==> config.mk <==
export PLATFORM = sky130hd
export DESIGN_NAME = auxrd_seq
export DESIGN_NICKNAME = d
export VERILOG_FILES = /design/src/rtl/auxrd_pkg.sv /design/src/rtl/auxrd_fmt.sv /design/src/rtl/auxrd_retry_ctr.sv /design/src/rtl/auxrd_us_timer.sv /design/src/rtl/auxrd_seq.sv
export SDC_FILE = /design/constraint.sdc
export NUM_CORES = 1
export LEC_CHECK = 0
export BUFFER_PORTS_ARGS = -buffer_cell sky130_fd_sc_hd__buf_4
export CAP_MARGIN = 20
export CORE_MARGIN = 2
export CORE_UTILIZATION = 47
export CTS_BUF_LIST = sky130_fd_sc_hd__clkbuf_8
export CTS_CLUSTER_SIZE = 24
export DETAILED_ROUTE_END_ITERATION = 10
export MAX_ROUTING_LAYER = met4
export PLACE_DENSITY = 0.76
export SYNTH_ARGS = -nofsm -noshare
export SYNTH_HDL_FRONTEND = slang
export SYNTH_HIERARCHICAL = 1
export SYNTH_SLANG_ARGS = --single-unit
export TNS_END_PERCENT = 20
==> constraint.sdc <==
create_clock -name clk -period 4.3 [get_ports clk]
set_input_delay 0.86 -clock clk [delete_from_list [all_inputs] [get_ports clk]]
set_output_delay 0.86 -clock clk [all_outputs]
set_load 0.01 [all_outputs]
==> src/rtl/auxrd_pkg.sv <==
package auxrd_pkg;
  typedef enum logic [2:0] {
    ST_SUCCESS = 3'd0,
    ST_NACK    = 3'd1,
    ST_TIMEOUT = 3'd2,
    ST_PROTO   = 3'd3,
    ST_UNKNOWN = 3'd4
  } status_e;

  typedef enum logic [1:0] {
    S_IDLE,
    S_ISSUE,
    S_RESP,
    S_WAIT
  } fsm_e;

  localparam logic [1:0] RES_OK      = 2'd0;
  localparam logic [1:0] RES_INVALID = 2'd1;
  localparam logic [1:0] RES_TIMEOUT = 2'd2;

  localparam logic [2:0] RPL_ACK       = 3'd0;
  localparam logic [2:0] RPL_NACK      = 3'd1;
  localparam logic [2:0] RPL_AUX_DEFER = 3'd2;
  localparam logic [2:0] RPL_I2C_DEFER = 3'd3;

  localparam logic [3:0] CMD_NATIVE_RD  = 4'b1001;
  localparam logic [3:0] CMD_I2C_RD     = 4'b0001;
  localparam logic [3:0] CMD_I2C_RD_MOT = 4'b0101;

  // retry counter slots
  localparam int NCTR    = 4;
  localparam int IDX_INV = 0;
  localparam int IDX_TMO = 1;
  localparam int IDX_AUX = 2;
  localparam int IDX_I2C = 3;
endpackage

==> src/rtl/auxrd_fmt.sv <==
module auxrd_fmt
  import auxrd_pkg::*;
#(
  parameter int ADDR_W = 20
) (
  input  logic              is_i2c,
  input  logic              mot,
  input  logic [ADDR_W-1:0] addr_in,
  output logic [3:0]        cmd,
  output logic [ADDR_W-1:0] addr_out
);
  always_comb begin
    if (is_i2c) begin
      cmd      = mot ? CMD_I2C_RD_MOT : CMD_I2C_RD;
      addr_out = addr_in >> 1;
    end else begin
      cmd      = CMD_NATIVE_RD;
      addr_out = addr_in;
    end
  end
endmodule

==> src/rtl/auxrd_retry_ctr.sv <==
module auxrd_retry_ctr #(
  parameter int CNT_W = 4,
  parameter int LIMIT = 6
) (
  input  logic clk,
  input  logic rst_n,
  input  logic clr,
  input  logic inc,
  output logic at_lim
);
  logic [CNT_W-1:0] cnt;

  // one more increment would exceed the limit
  assign at_lim = (cnt >= CNT_W'(LIMIT));

  always_ff @(posedge clk or negedge rst_n) begin
    if (!rst_n)                     cnt <= '0;
    else if (clr)                   cnt <= '0;
    else if (inc && (cnt != '1))    cnt <= cnt + 1'b1;
  end
endmodule

==> src/rtl/auxrd_us_timer.sv <==
module auxrd_us_timer #(
  parameter int CLKS_PER_US = 100,
  parameter int US_W        = 10
) (
  input  logic            clk,
  input  logic            rst_n,
  input  logic            load,
  input  logic [US_W-1:0] load_us,
  output logic            fire
);
  localparam int PS_W = (CLKS_PER_US > 1) ? $clog2(CLKS_PER_US) : 1;

  logic [PS_W-1:0] cyc;
  logic [US_W-1:0] us_left;
  logic            run;
  logic            tick;

  assign tick = (cyc == PS_W'(CLKS_PER_US - 1));
  assign fire = run && tick && (us_left == US_W'(1));

  always_ff @(posedge clk or negedge rst_n) begin
    if (!rst_n) begin
      cyc     <= '0;
      us_left <= '0;
      run     <= 1'b0;
    end else if (load) begin
      cyc     <= '0;
      us_left <= load_us;
      run     <= (load_us != '0);
    end else if (run) begin
      if (tick) begin
        cyc     <= '0;
        us_left <= us_left - 1'b1;
        if (us_left == US_W'(1)) run <= 1'b0;
      end else begin
        cyc <= cyc + 1'b1;
      end
    end
  end
endmodule

==> src/rtl/auxrd_seq.sv <==
module auxrd_seq
  import auxrd_pkg::*;
#(
  parameter int ADDR_W          = 20,
  parameter int LEN_W           = 5,
  parameter int GAP_W           = 8,
  parameter int CNT_W           = 4,
  parameter int CLKS_PER_US     = 100,
  parameter int INVALID_WAIT_US = 400,
  parameter int INVALID_LIMIT   = 1,
  parameter int TIMEOUT_LIMIT   = 2,
  parameter int DEFER_LIMIT     = 6
) (
  input  logic              clk,
  input  logic              rst_n,
  input  logic              req_valid,
  output logic              req_ready,
  input  logic              req_i2c,
  input  logic              req_mot,
  input  logic [ADDR_W-1:0] req_addr,
  input  logic [LEN_W-1:0]  req_len,
  input  logic [GAP_W-1:0]  i2c_gap_us,
  output logic              ch_req_valid,
  input  logic              ch_req_ready,
  output logic [3:0]        ch_cmd,
  output logic [ADDR_W-1:0] ch_addr,
  output logic [LEN_W-1:0]  ch_len,
  input  logic              ch_rsp_valid,
  input  logic [1:0]        ch_result,
  input  logic [2:0]        ch_reply,
  input  logic [LEN_W-1:0]  ch_count,
  output logic              done,
  output logic [2:0]        status,
  output logic [LEN_W-1:0]  acc_len
);
  localparam int US_W = $clog2(INVALID_WAIT_US + (1 << GAP_W)) + 1;
  localparam logic [NCTR*CNT_W-1:0] LIMS = {
    CNT_W'(DEFER_LIMIT), CNT_W'(DEFER_LIMIT),
    CNT_W'(TIMEOUT_LIMIT), CNT_W'(INVALID_LIMIT)};

  fsm_e              state;
  logic              i2c_q, mot_q;
  logic [ADDR_W-1:0] addr_q;
  logic [LEN_W-1:0]  len_q;
  logic [GAP_W-1:0]  gap_q;
  logic              done_q;
  status_e           status_q;
  logic [LEN_W-1:0]  acc_q;

  logic              accept, rsp_seen;
  logic [NCTR-1:0]   ctr_clr, ctr_inc, ctr_lim;
  logic              fin, retry, inv_wait;
  status_e           fin_st;
  logic [US_W-1:0]   wait_us;
  logic              tmr_load, tmr_fire;

  assign req_ready    = (state == S_IDLE);
  assign accept       = req_valid && req_ready;
  assign ch_req_valid = (state == S_ISSUE);
  assign ch_len       = len_q;
  assign rsp_seen     = (state == S_RESP) && ch_rsp_valid;

  auxrd_fmt #(.ADDR_W(ADDR_W)) u_fmt (
    .is_i2c  (i2c_q),
    .mot     (mot_q),
    .addr_in (addr_q),
    .cmd     (ch_cmd),
    .addr_out(ch_addr)
  );

  for (genvar g = 0; g < NCTR; g++) begin : g_ctr
    auxrd_retry_ctr #(
      .CNT_W(CNT_W),
      .LIMIT(int'(LIMS[g*CNT_W +: CNT_W]))
    ) u_ctr (
      .clk   (clk),
      .rst_n (rst_n),
      .clr   (ctr_clr[g]),
      .inc   (ctr_inc[g]),
      .at_lim(ctr_lim[g])
    );
  end

  // outcome decision
  always_comb begin
    fin      = 1'b0;
    fin_st   = ST_UNKNOWN;
    retry    = 1'b0;
    inv_wait = 1'b0;
    ctr_inc  = '0;
    ctr_clr  = accept ? '1 : '0;
    if (rsp_seen) begin
      case (ch_result)
        RES_OK: begin
          if (ch_count > len_q) begin
            fin    = 1'b1;
            fin_st = ST_PROTO;
          end else begin
            ctr_clr[IDX_INV] = 1'b1;
            ctr_clr[IDX_TMO] = 1'b1;
            case (ch_reply)
              RPL_ACK: begin
                fin              = 1'b1;
                fin_st           = ST_SUCCESS;
                ctr_clr[IDX_AUX] = 1'b1;
              end
              RPL_NACK: begin
                fin    = 1'b1;
                fin_st = ST_NACK;
              end
              RPL_AUX_DEFER: begin
                ctr_inc[IDX_AUX] = 1'b1;
                if (ctr_lim[IDX_AUX]) begin
                  fin    = 1'b1;
                  fin_st = ST_TIMEOUT;
                end else begin
                  retry = 1'b1;
                end
              end
              RPL_I2C_DEFER: begin
                ctr_clr[IDX_AUX] = 1'b1;
                ctr_inc[IDX_I2C] = 1'b1;
                if (ctr_lim[IDX_I2C]) begin
                  fin    = 1'b1;
                  fin_st = ST_TIMEOUT;
                end else begin
                  retry = 1'b1;
                end
              end
              default: begin
                fin    = 1'b1;
                fin_st = ST_UNKNOWN;
              end
            endcase
          end
        end
        RES_INVALID: begin
          ctr_inc[IDX_INV] = 1'b1;
          if (ctr_lim[IDX_INV]) begin
            fin    = 1'b1;
            fin_st = ST_PROTO;
          end else begin
            retry    = 1'b1;
            inv_wait = 1'b1;
          end
        end
        RES_TIMEOUT: begin
          ctr_inc[IDX_TMO] = 1'b1;
          if (ctr_lim[IDX_TMO]) begin
            fin    = 1'b1;
            fin_st = ST_TIMEOUT;
          end else begin
            retry = 1'b1;
          end
        end
        default: begin
          fin    = 1'b1;
          fin_st = ST_UNKNOWN;
        end
      endcase
    end
  end

  assign wait_us  = (inv_wait ? US_W'(INVALID_WAIT_US) : '0)
                  + (i2c_q ? US_W'(gap_q) : '0);
  assign tmr_load = retry && (wait_us != '0);

  auxrd_us_timer #(.CLKS_PER_US(CLKS_PER_US), .US_W(US_W)) u_tmr (
    .clk    (clk),
    .rst_n  (rst_n),
    .load   (tmr_load),
    .load_us(wait_us),
    .fire   (tmr_fire)
  );

  always_ff @(posedge clk or negedge rst_n) begin
    if (!rst_n) begin
      state  <= S_IDLE;
      i2c_q  <= 1'b0;
      mot_q  <= 1'b0;
      addr_q <= '0;
      len_q  <= '0;
      gap_q  <= '0;
    end else begin
      case (state)
        S_IDLE: if (accept) begin
          state  <= S_ISSUE;
          i2c_q  <= req_i2c;
          mot_q  <= req_mot;
          addr_q <= req_addr;
          len_q  <= req_len;
          gap_q  <= i2c_gap_us;
        end
        S_ISSUE: if (ch_req_ready) state <= S_RESP;
        S_RESP: begin
          if (fin)           state <= S_IDLE;
          else if (tmr_load) state <= S_WAIT;
          else if (retry)    state <= S_ISSUE;
        end
        S_WAIT: if (tmr_fire) state <= S_ISSUE;
        default: state <= S_IDLE;
      endcase
    end
  end

  always_ff @(posedge clk or negedge rst_n) begin
    if (!rst_n) begin
      done_q   <= 1'b0;
      status_q <= ST_SUCCESS;
      acc_q    <= '0;
    end else begin
      done_q <= fin;
      if (fin) begin
        status_q <= fin_st;
        acc_q    <= (fin_st == ST_SUCCESS) ? ch_count : '0;
      end
    end
  end

  assign done    = done_q;
  assign status  = status_q;
  assign acc_len = acc_q;
endmodule

==> results.md <==
- Met1 track demand over resource: 26.6%
- CP Capture Type: flop
- R2R cell count: 15
- Crit start category: flop
- Final RePlAce weighted congestion: 0.835
- First-pass GRT wire length: 18300 um
- Share of cells above drive strength 1: 33.6%
- Setup TNS: 0 ns
- Crit path DAT: 4.17 ns
- Total gr overflow: 0
- Synth-to-Final Area Change: 21.1%
- Worst-margin pin slew: 0.687 ns
- Clock Skews: 0.0138 ns
- Nets@finish: 621
- Via density: 5.43
- GR Util met3: 3.59%
- Vias in the first global route: 3769
- Cell area power density: 614 nW/um^2
- H-tree levels: 3
- Util after Layout: 59.3%
- Core ar.: 9860 um^2
- Largest net degree at the start of global routing: 82
- Port Buffers: 87
- WL final: 10700 um
- Slew headroom: 53.8%
- Pleak: 0.00266 uW
- CTS Buffer Depth: 2
- Fillers: 847
- Die footprint: 11100 um^2
- Std cell rows: 36
- Sequential area share after synthesis: 42.0%
- CTS sink cnt: 81
- GR peak layer: met2
- Period utilization: 91.0%
- Tot GR Track Use: 20.9%
- Max Fclk: 256 MHz
- Worst Hold Class: input pin to async pin
- Clk slew on worst S/H paths: 0.09 ns
- Total Power: 3590 uW
- Most area-hungry cell type in the Yosys netlist: dfrtp_1
- Max VDD drop: 310 uV
- Run status: complete, no violations
- Antenna violations before repair: 0
- Post-synth EDFFs: 0
- Remaining DRCs: 0
- # hold bufs at CTS: 0
- CP startpoint: g_ctr[0].u_ctr/cnt[1]$_DFFE_PN0P_
- Antenna Nets Post-Route: 0
- Detailed-route via count: 3711
- Levels on crit path: 15
- RSZ-0062 raised after global routing: no
- Synth top cells by count: 81 x dfrtp_1, 47 x mux2_2, 30 x nor2_1, 26 x ha_1
- Top post-synthesis cells by area: dfrtp_1 42%, mux2_2 11%, ha_1 6.7%, nor2_1 2.3%, a21oi_1 2.2%
- Min cycle time layout: 3.91 ns
- Crit-path max cell delay: 0.68 ns
- Critical Path RT: 4.56 ns
- Mapped Area: 4830 um^2
- CP top delay family: simple AND/OR/NAND/NOR gates
- Die span in y: 105 um
- Maxcap violations: 0
- FF-to-FF End: u_tmr/cyc[5]$_DFFE_PN0P_
- Final setup viols: 0
- Synth warn: 6
- Met2 Resource Use GR: 34.4%
- Crit Path Max Fanout: 29
- Diode count: 0
- CTS Buf Count: 9
- Yosys cell types: 71
- Root buffer cell: clkbuf_8
- Critical path type: flop to flop
- Setup slack, reg-to-reg: 0.39 ns
- Top_reg_cell synth: dfrtp_1
- Later-pin clock latency in the skew report: 0.36 ns
- Router iterations before antenna repair: 4
- Seq cells post-synth: 81
- Setup crit end: u_tmr/cyc[5]$_DFFE_PN0P_
- Max-slew violations: 0
- Hold Fails Final Rpt: 0
- Slowest cell on crit path: or4b_1
- CTS tree: built
- 1st-iter DRT viols: 158
- Cell mode on critical path: ha_1
- Most instantiated library cell after synthesis: dfrtp_1
- I/O pins: 90
- Die X: 105 um
- Buffers & Inverters on Critical Path: 2
- Syn avg cell area: 10.6 um^2
- Syn Inst Count: 456
- Post-synth ARST share: 100%
- Initial Utilization: 48.9%
- Share of the synthesized area in the top cell type: 42.0%
- Critical Path, Cell by Cell: inv_1 > ha_1 > or4b_1 > nor3_4 > ha_1 > ha_1 > xnor2_1 > a2111oi_0 > nor4b_2 > nor2_1 > buf_4 > o2111ai_1 > nor2_1 > xnor2_1 > nor3_1
- Worst reg2reg startpoint: g_ctr[0].u_ctr/cnt[1]$_DFFE_PN0P_
- DP HPWL: 7770 um
- Routed WL per cell: 15.6 um
state kept, by name, indices dropped and copies added (netlist names):
name,cells
ch_len,5
done,1
u_tmr/cyc,7
g_ctr.u_ctr/cnt,16
gap_q,8
status,3
i2c_q,1
acc_len,5
mot_q,1
u_tmr/run,1
addr_q,20
u_tmr/us_left,11
state,2
cell usage in the layout (no fill, tap or decap), types with 5 or more instances in the layout:
cell type / instances
or4_1: 7
a211oi_1: 5
a21oi_1: 21
xnor2_1: 5
nand2_1: 25
clkbuf_8: 9
o31ai_1: 5
nand4_1: 8
nor4_1: 5
ha_1: 26
mux2_4: 7
inv_1: 26
nand2b_1: 12
nor2_1: 30
buf_4: 91
xor2_1: 8
o21ai_1: 8
nand3_1: 5
o21ai_0: 12
a22o_1: 5
dfrtp_1: 81
nor3_1: 12
mux2_2: 47
and2_1: 10
metrics by stage:
step | cell area, um^2 | hold slack (ns) | cells | setup WS, ns
final | 5850 | 0.399 | 683 | 0.387
after global routing | 5850 | 0.412 | 683 | 0.0264
after CTS | 5810 | 0.506 | 681 | 0.296
after detailed placement | 5590 | 0.486 | 665 | 0.369
after global placement | 5590 | 0.481 | 665 | 0.548
after floorplan | 4830 | 0.461 | 457 | 0.762
worst min path at each step:
| stage | from | to | slack (ns) | cells past startpoint |
|---|---|---|---|---|
| floorplan | u_tmr/cyc[6]$_DFFE_PN0P_ | u_tmr/cyc[6]$_DFFE_PN0P_ | 0.46 | 1 |
| global placement | gap_q[7]$_DFFE_PN0P_ | gap_q[7]$_DFFE_PN0P_ | 0.48 | 1 |
| detailed placement | mot_q$_DFFE_PN0P_ | mot_q$_DFFE_PN0P_ | 0.49 | 1 |
| CTS | mot_q$_DFFE_PN0P_ | mot_q$_DFFE_PN0P_ | 0.51 | 1 |
| global route | rst_n | u_tmr/cyc[4]$_DFFE_PN0P_ | 0.41 | 1 |
| finish | rst_n | u_tmr/cyc[4]$_DFFE_PN0P_ | 0.40 | 1 |
kinds of logic (layout without fill, tap and decap cells):
kind of cell | Yosys count | count (layout) | synth area share [%]
xor+xnor | 13 | 13 | 2.36
flops | 81 | 81 | 42.0
compound gates | 77 | 77 | 10.4
buf+inv | 42 | 135 | 3.86
fa+ha+maj | 26 | 26 | 6.74
simple gates | 154 | 154 | 19.9
mux | 60 | 60 | 14.5
other cells | 3 | 4 | 0.233
repair_timing:
item	CTS	global route
setup endpoints to repair	0	3
gates resized for setup	0	1
setup buffers	0	1
layer usage:
layer	part of all wire [%]	vias up	wire length, um
met3	3.4	13	361
met1	44	1821	4650
met5	0	-	0
li1	-	1812	-
met2	51	65	5480
met4	1.5	0	163
power breakdown:
group	internal (uW)	total (uW)	switching, uW	leakage (uW)
clock	327	617	289	0.000111
combinational	875	1650	773	0.00155
sequential	1050	1330	274	0.00101
final cells by class:
cell class / count / area (um^2) / share of cell area [%]
well taps: 133 / 166 / 2.85
inverters: 27 / 101 / 1.73
clock buffers: 9 / 124 / 2.12
repair buffers: 92 / 711 / 12.2
multi-input cells: 334 / 2620 / 44.9
clock inverters: 7 / 93.8 / 1.60
flip-flops and latches: 81 / 2030 / 34.7
No activity file was read; power rests on OpenSTA's default activity.
